[config.mk]
export PLATFORM = sky130hd
export DESIGN_NAME = mac_csr_block
export DESIGN_NICKNAME = d
export VERILOG_FILES = /design/src/rtl/mac_csr_pkg.sv /design/src/rtl/mac_csr_srst_seq.sv /design/src/rtl/mac_csr_irq_half.sv /design/src/rtl/mac_csr_block.sv
export SDC_FILE = /design/constraint.sdc
export NUM_CORES = 1
export LEC_CHECK = 0
export BUFFER_PORTS_ARGS = -buffer_cell sky130_fd_sc_hd__buf_2
export CORE_MARGIN = 3
export CORE_UTILIZATION = 40
export DETAILED_ROUTE_END_ITERATION = 10
export GPL_TIMING_DRIVEN = 0
export PLACE_DENSITY = 0.67
export SLEW_MARGIN = 15
export SYNTH_ARGS = -nofsm -noshare
export SYNTH_HDL_FRONTEND = slang
export SYNTH_SLANG_ARGS = --single-unit
[constraint.sdc]
create_clock -name clk -period 5.14 [get_ports clk]
set_clock_uncertainty 0.1 [all_clocks]
set_input_delay 1.028 -clock clk [delete_from_list [all_inputs] [get_ports clk]]
set_output_delay 1.028 -clock clk [all_outputs]
set_load 0.01 [all_outputs]
[src/rtl/mac_csr_pkg.sv]
package mac_csr_pkg;

    localparam int unsigned REG_W = 32;

    // word addresses
    localparam int unsigned A_CMD     = 0;
    localparam int unsigned A_IEN     = 1;
    localparam int unsigned A_ISR     = 2;
    localparam int unsigned A_TXBASE  = 3;
    localparam int unsigned A_RXBASE  = 4;
    localparam int unsigned A_TXCUR   = 5;
    localparam int unsigned A_RXCUR   = 6;
    localparam int unsigned A_FIFOTH  = 7;
    localparam int unsigned A_RXMAX   = 8;
    localparam int unsigned A_MISS    = 9;
    localparam int unsigned A_MDIO    = 10;

    // command word bit positions
    localparam int unsigned CMD_RXON  = 0;
    localparam int unsigned CMD_LONG  = 1;
    localparam int unsigned CMD_TXON  = 8;
    localparam int unsigned CMD_SRST  = 24;

    // reset values
    localparam logic [REG_W-1:0] RST_LIST_BASE = 32'hFFFF_FFFC;
    localparam logic [REG_W-1:0] RST_FIFO_TH   = 32'h0000_0101;
    localparam logic [REG_W-1:0] RST_RX_MAX    = 32'h0000_0800;
    localparam logic [REG_W-1:0] RST_MISS_CNT  = 32'h0000_7FFF;
    localparam logic [REG_W-1:0] RST_MDIO      = 32'h0090_0000;

    typedef struct packed {
        logic             tx_on;
        logic             rx_on;
        logic             long_ok;
        logic             unlock;
        logic [REG_W-1:0] ien;
        logic [REG_W-1:0] tx_base;
        logic [REG_W-1:0] rx_base;
        logic [REG_W-1:0] tx_cur;
        logic [REG_W-1:0] rx_cur;
        logic [REG_W-1:0] fifo_th;
        logic [REG_W-1:0] rx_max;
        logic [REG_W-1:0] mdio;
    } csr_regs_t;

    function automatic csr_regs_t csr_regs_default();
        csr_regs_t r;
        r         = '0;
        r.unlock  = 1'b1;
        r.tx_base = RST_LIST_BASE;
        r.rx_base = RST_LIST_BASE;
        r.fifo_th = RST_FIFO_TH;
        r.rx_max  = RST_RX_MAX;
        r.mdio    = RST_MDIO;
        return r;
    endfunction

endpackage

[src/rtl/mac_csr_srst_seq.sv]
module mac_csr_srst_seq #(
    parameter int unsigned CYCLES = 8
) (
    input  logic clk,
    input  logic rst_n,
    input  logic start,
    output logic busy
);
    localparam int unsigned CNT_W = (CYCLES > 1) ? $clog2(CYCLES) : 1;

    typedef struct packed {
        logic             busy;
        logic [CNT_W-1:0] cnt;
    } seq_t;

    seq_t seq_d, seq_q;

    always_comb begin
        seq_d = seq_q;
        if (start) begin
            seq_d.busy = 1'b1;
            seq_d.cnt  = CNT_W'(CYCLES - 1);
        end else if (seq_q.busy) begin
            if (seq_q.cnt == '0) begin
                seq_d.busy = 1'b0;
            end else begin
                seq_d.cnt = seq_q.cnt - CNT_W'(1);
            end
        end
    end

    always_ff @(posedge clk or negedge rst_n) begin
        if (!rst_n) begin
            seq_q <= '0;
        end else begin
            seq_q <= seq_d;
        end
    end

    assign busy = seq_q.busy;

endmodule

[src/rtl/mac_csr_irq_half.sv]
module mac_csr_irq_half #(
    parameter int unsigned W = 16
) (
    input  logic         clk,
    input  logic         rst_n,
    input  logic         clr,
    input  logic         hold,
    input  logic [W-1:0] set_evt,
    input  logic [W-1:0] w1c,
    input  logic [W-1:0] ien,
    output logic [W-1:0] stat,
    output logic         irq
);
    logic [W-1:0] stat_d, stat_q;

    // clear-by-write first, event set last: set wins on collision
    always_comb begin
        if (clr) begin
            stat_d = '0;
        end else if (hold) begin
            stat_d = stat_q;
        end else begin
            stat_d = (stat_q & ~w1c) | set_evt;
        end
    end

    always_ff @(posedge clk or negedge rst_n) begin
        if (!rst_n) begin
            stat_q <= '0;
        end else begin
            stat_q <= stat_d;
        end
    end

    assign stat = stat_q;
    assign irq  = |(stat_q & ien);

endmodule

[src/rtl/mac_csr_block.sv]
module mac_csr_block
    import mac_csr_pkg::*;
#(
    parameter int unsigned ADDR_W      = 4,
    parameter int unsigned SRST_CYCLES = 8
) (
    input  logic                 clk,
    input  logic                 rst_n,
    input  logic [ADDR_W-1:0]    bus_addr,
    input  logic                 bus_wr,
    input  logic [REG_W-1:0]     bus_wdata,
    output logic [REG_W-1:0]     bus_rdata,
    input  logic [REG_W/2-1:0]   tx_evt,
    input  logic [REG_W/2-1:0]   rx_evt,
    output logic                 irq_tx,
    output logic                 irq_rx,
    output logic                 tx_run,
    output logic                 rx_run,
    output logic                 long_ok,
    output logic                 reset_busy
);
    localparam int unsigned HALF_W = REG_W / 2;

    localparam logic [ADDR_W-1:0] ADR_CMD    = ADDR_W'(A_CMD);
    localparam logic [ADDR_W-1:0] ADR_IEN    = ADDR_W'(A_IEN);
    localparam logic [ADDR_W-1:0] ADR_ISR    = ADDR_W'(A_ISR);
    localparam logic [ADDR_W-1:0] ADR_TXBASE = ADDR_W'(A_TXBASE);
    localparam logic [ADDR_W-1:0] ADR_RXBASE = ADDR_W'(A_RXBASE);
    localparam logic [ADDR_W-1:0] ADR_TXCUR  = ADDR_W'(A_TXCUR);
    localparam logic [ADDR_W-1:0] ADR_RXCUR  = ADDR_W'(A_RXCUR);
    localparam logic [ADDR_W-1:0] ADR_FIFOTH = ADDR_W'(A_FIFOTH);
    localparam logic [ADDR_W-1:0] ADR_RXMAX  = ADDR_W'(A_RXMAX);
    localparam logic [ADDR_W-1:0] ADR_MISS   = ADDR_W'(A_MISS);
    localparam logic [ADDR_W-1:0] ADR_MDIO   = ADDR_W'(A_MDIO);

    csr_regs_t q, d;

    logic wr_ok;
    logic srst_start;
    logic isr_wr;

    assign wr_ok      = bus_wr && !reset_busy;
    assign srst_start = wr_ok && (bus_addr == ADR_CMD) && bus_wdata[CMD_SRST];
    assign isr_wr     = wr_ok && (bus_addr == ADR_ISR);

    // ---------------- soft reset sequencer ----------------
    mac_csr_srst_seq #(
        .CYCLES (SRST_CYCLES)
    ) u_srst (
        .clk   (clk),
        .rst_n (rst_n),
        .start (srst_start),
        .busy  (reset_busy)
    );

    // ---------------- status halves: [0] receive, [1] transmit ----------------
    logic [1:0][HALF_W-1:0] evt_h;
    logic [1:0][HALF_W-1:0] ien_h;
    logic [1:0][HALF_W-1:0] w1c_h;
    logic [1:0][HALF_W-1:0] stat_h;
    logic [1:0]             irq_h;

    assign evt_h[0] = rx_evt;
    assign evt_h[1] = tx_evt;

    generate
        for (genvar g = 0; g < 2; g++) begin : g_half
            assign ien_h[g] = q.ien[g*HALF_W +: HALF_W];
            assign w1c_h[g] = isr_wr ? bus_wdata[g*HALF_W +: HALF_W] : '0;

            mac_csr_irq_half #(
                .W (HALF_W)
            ) u_half (
                .clk     (clk),
                .rst_n   (rst_n),
                .clr     (srst_start),
                .hold    (reset_busy),
                .set_evt (evt_h[g]),
                .w1c     (w1c_h[g]),
                .ien     (ien_h[g]),
                .stat    (stat_h[g]),
                .irq     (irq_h[g])
            );
        end
    endgenerate

    assign irq_rx = irq_h[0];
    assign irq_tx = irq_h[1];

    // ---------------- register next state ----------------
    always_comb begin
        d = q;
        if (srst_start) begin
            d = csr_regs_default();
        end else if (wr_ok) begin
            case (bus_addr)
                ADR_CMD: begin
                    d.tx_on   = bus_wdata[CMD_TXON];
                    d.rx_on   = bus_wdata[CMD_RXON];
                    d.long_ok = bus_wdata[CMD_LONG];
                    if (bus_wdata[CMD_TXON] || bus_wdata[CMD_RXON]) begin
                        d.unlock = 1'b0;
                    end
                end
                ADR_IEN:    d.ien = bus_wdata;
                ADR_TXBASE: begin
                    if (q.unlock) begin
                        d.tx_base = {bus_wdata[REG_W-1:2], 2'b00};
                    end
                end
                ADR_RXBASE: begin
                    if (q.unlock) begin
                        d.rx_base = {bus_wdata[REG_W-1:2], 2'b00};
                    end
                end
                ADR_TXCUR:  d.tx_cur  = bus_wdata;
                ADR_RXCUR:  d.rx_cur  = bus_wdata;
                ADR_FIFOTH: d.fifo_th = bus_wdata;
                ADR_RXMAX:  d.rx_max  = bus_wdata;
                ADR_MDIO:   d.mdio    = bus_wdata;
                default: ;
            endcase
        end
    end

    always_ff @(posedge clk or negedge rst_n) begin
        if (!rst_n) begin
            q <= csr_regs_default();
        end else begin
            q <= d;
        end
    end

    // ---------------- read path ----------------
    always_comb begin
        bus_rdata = '0;
        if (!reset_busy) begin
            case (bus_addr)
                ADR_CMD: begin
                    bus_rdata[CMD_TXON] = q.tx_on;
                    bus_rdata[CMD_RXON] = q.rx_on;
                    bus_rdata[CMD_LONG] = q.long_ok;
                end
                ADR_IEN:    bus_rdata = q.ien;
                ADR_ISR:    bus_rdata = {stat_h[1], stat_h[0]};
                ADR_TXBASE: bus_rdata = q.tx_base;
                ADR_RXBASE: bus_rdata = q.rx_base;
                ADR_TXCUR:  bus_rdata = q.tx_cur;
                ADR_RXCUR:  bus_rdata = q.rx_cur;
                ADR_FIFOTH: bus_rdata = q.fifo_th;
                ADR_RXMAX:  bus_rdata = q.rx_max;
                ADR_MISS:   bus_rdata = RST_MISS_CNT;
                ADR_MDIO:   bus_rdata = q.mdio;
                default:    bus_rdata = '0;
            endcase
        end
    end

    assign tx_run  = q.tx_on;
    assign rx_run  = q.rx_on;
    assign long_ok = q.long_ok;

endmodule

==> flow_summary.yaml <==
power:
  p_total_mw: 6.98
  ir_drop_v: 0.000228
  cellPowerDensity_nw_per_um2: 434
  power_leakage_nw: 6.85
worst_hold_path:
  hp-class: "input pin to async pin"
synth:
  synth_edf_count: 0
  synthArstFlopShare: 1.00
  yosys.area.top_type: "dfrtp_1"
  yosysSeqAreaShare: 0.530
  synth_fp_nets: 1668
  synthTopCellsByArea: "dfrtp_1, dfstp_2, nand2_1, a21oi_1, nor2_1"
  mappedNetlistArea_um2: 13900
  netlist_instances: 1595
  yosys_most_used_dff: "dfrtp_1"
  yosysWarnings: 0
  ys_ff_latch: 292
  synth_top_area_frac: 0.406
  synth.distinct_cells: 45
  synth_area_per_cell_um2: 8.74
layout:
  syn2layout_area_growth_pct: 15.5
  finalNetCount: 1782
  stdcell_count: 2184
  drive_above_1_share: 0.155
critical_path:
  reg2reg_from: "u_srst.busy$_DFF_PN0_"
  critPathTopFamily: "buffers and inverters"
  crit_arrival_ps: 4070
  cp-start-kind: "input pin"
  reg2reg_depth: 7
  path_cells: "clkbuf_1 -> nor4bb_1 -> clkbuf_1 -> buf_2 -> clkdlybuf4s15_1 -> a21oi_1 -> a31oi_1 -> buf_2"
  slowest_stage: "clkdlybuf4s15_1"
  crit_required_ps: 4010
  endpoint_kind: "output port"
  path_buf_inv: 5
  rr_endpoint: "g_half[0].u_half.stat[7]$_DFFE_PN0P_"
  r2r_slack_ps: 2180
  crit_fanout: 10
  critPathKind: "input pin to output port"
  cpPeakStageDelay_ps: 820
routing:
  via_per_inst: 6.21
  first_pass_iters: 6
  wirelength_mm: 56.5
  route.vias.total: 13569
  post-route-drc-count: 0
  antenna_left: 0
  drt_iter0_drc: 2018
  wl_per_cell_um: 25.9
placed_design:
  finalWeightedCongestion: 0.973
  place_hpwl_mm: 37.9
  place_ws_ps: 186
  dp.cells: 2122
  port_buffers: 76
grt:
  gr-total-overflow: 0
  antenna_found_initial: 4
  grt_pass1_vias: 12887
  grt_start_max_net_pins: 97
  grt_first_pass_wirelength_mm: 82.8
  grt_usage: 0.303
clock_tree:
  cts.htree.levels: 2
  numCtsBuffers: 34
  postCtsSetupBuffers: 0
  clkSinkCount: 292
  ctsRootBufferMaster: "clkbuf_16"
  ctsLongestPathBuffers: 3
  cts_tree: "built"
  clk_latency_ps: 520
  clk_pin_slew_ps: 50
sta:
  hold_violations: 0
  period_share: 1.01
  worstMarginPinSlew_ps: 1150
  max_slew_margin: 0.231
  final.setup.worst_slack_ps: -57.6
  fin_tns_setup_ps: -71.6
  fin_crit_ps: 5200
  max_freq_mhz: 192
  rsz0062_at_grt: "no"
  drv_slew: 0
  setup_violations: 3
floorplanning:
  start_util: 0.410
  pin_count: 109
  coreArea_um2: 34000
  rows: 67
  dieWidth_um: 193
  die_h_um: 193
  die_area_um2: 37100
outcome:
  violations: "setup timing"
  status: "finished, violations left"
flow_run:
  drv_cap: 0
[power by group]
| group | internal [mW] | switching, mW | total (mW) |
|---|---|---|---|
| clock network | 1.42 | 0.973 | 2.40 |
| registers | 2.99 | 0.374 | 3.37 |
| logic | 0.510 | 0.711 | 1.22 |
[repair_timing]
action                                  CTS  global route
resized for setup                         0             4
endpoints found under the hold margin     0             0
hold buffers                              0             0
endpoints found under the setup margin    0             6
[cell usage after synthesis, types with 2 or more instances]
cell	instances
nand2_1	397
a21oi_1	285
dfrtp_1	226
nor2_1	137
clkbuf_1	97
buf_2	67
dfstp_2	66
a221oi_1	47
a22o_1	47
nand3_1	35
nor2b_1	30
a22oi_1	29
a31oi_1	27
a222oi_1	18
inv_1	8
mux2i_1	7
nand2b_1	7
a211oi_1	6
o211ai_1	6
o21ai_0	6
and2_1	5
nor4b_2	4
nor4bb_1	4
a21o_1	3
buf_1	3
o31ai_1	3
and3_1	2
ha_1	2
nand4_1	2
nor3_1	2
nor3b_1	2
o21a_1	2
[logic make-up (layout without fill, tap and decap cells)]
family          count (synthesis)  in the layout  synth area share
other cells                     0              2                 0
fa+ha+maj                       2              2           0.00180
xor+xnor                        1              1          0.000629
buf+inv                       177            316            0.0542
flops                         292            292             0.530
simple gates                  633            633             0.191
mux                             8              8           0.00584
compound gates                482            482             0.217
[worst max path at each step]
stage | from | to | slack (ps) | cells after the start
floorplan | bus_addr[1] | bus_rdata[7] | 1460 | 7
global placement | rst_n | q[21]$_DFFE_PN0P_ | -2590 | 1
detailed placement | bus_addr[0] | bus_rdata[2] | 190 | 8
CTS | bus_addr[1] | bus_rdata[27] | 160 | 7
global route | bus_addr[0] | bus_rdata[2] | 0.2 | 8
finish | bus_addr[0] | bus_rdata[2] | -60 | 8
[sequential cells by signal (all words and copies together) (netlist names)]
register and flops:
u_srst.busy 1, ien_h 32, tx_run 1, rx_run 1, u_srst.seq_q 3, q 221, g_half.u_half.stat 32, long_ok 1
[routing by layer]
layer	global-route usage	wire (µm)
met5	0	42
met4	0.151	3440
met3	0.0768	7130
met2	0.462	24800
met1	0.402	21100
[layout make-up]
class | count | area [µm²]
Inverter | 9 | 33.8
Timing Repair Buffer | 79 | 473
Antenna cell | 2 | 5.00
Buffer | 167 | 731
Sequential cell | 292 | 7390
Fill cell | 3302 | 17900
Tap cell | 448 | 561
Clock buffer | 55 | 1030
Clock inverter | 6 | 58.8
Multi-Input combinational cell | 1126 | 5810
[through the flow]
step,util,hold slack [ps],cell area (µm²)
after floorplan,-,366,13900
after global placement,0.438,375,14900
after detailed placement,0.441,385,15000
after CTS,0.473,396,16100
after global routing,0.474,415,16100
final,0.474,362,16100
[layout by cell type, fill, tap and decap left out, types with 3 or more instances in the layout]
cell type and instances:
a21oi_1 285, clkbuf_8 8, nor2_1 137, a221oi_1 47, a21o_1 3, clkbuf_16 35
o31ai_1 3, nand2b_1 7, nor2b_1 30, buf_2 142, clkinv_2 4, inv_1 8
a31oi_1 27, a211oi_1 6, o211ai_1 6, mux2i_1 7, a22oi_1 29, nand3_1 35
o21ai_0 6, a222oi_1 18, buf_16 3, clkbuf_1 108, dfstp_2 66, dfrtp_1 226
nand2_1 397, a22o_1 47, and2_1 5, nor4bb_1 4
(Power assumes the default switching activity.)
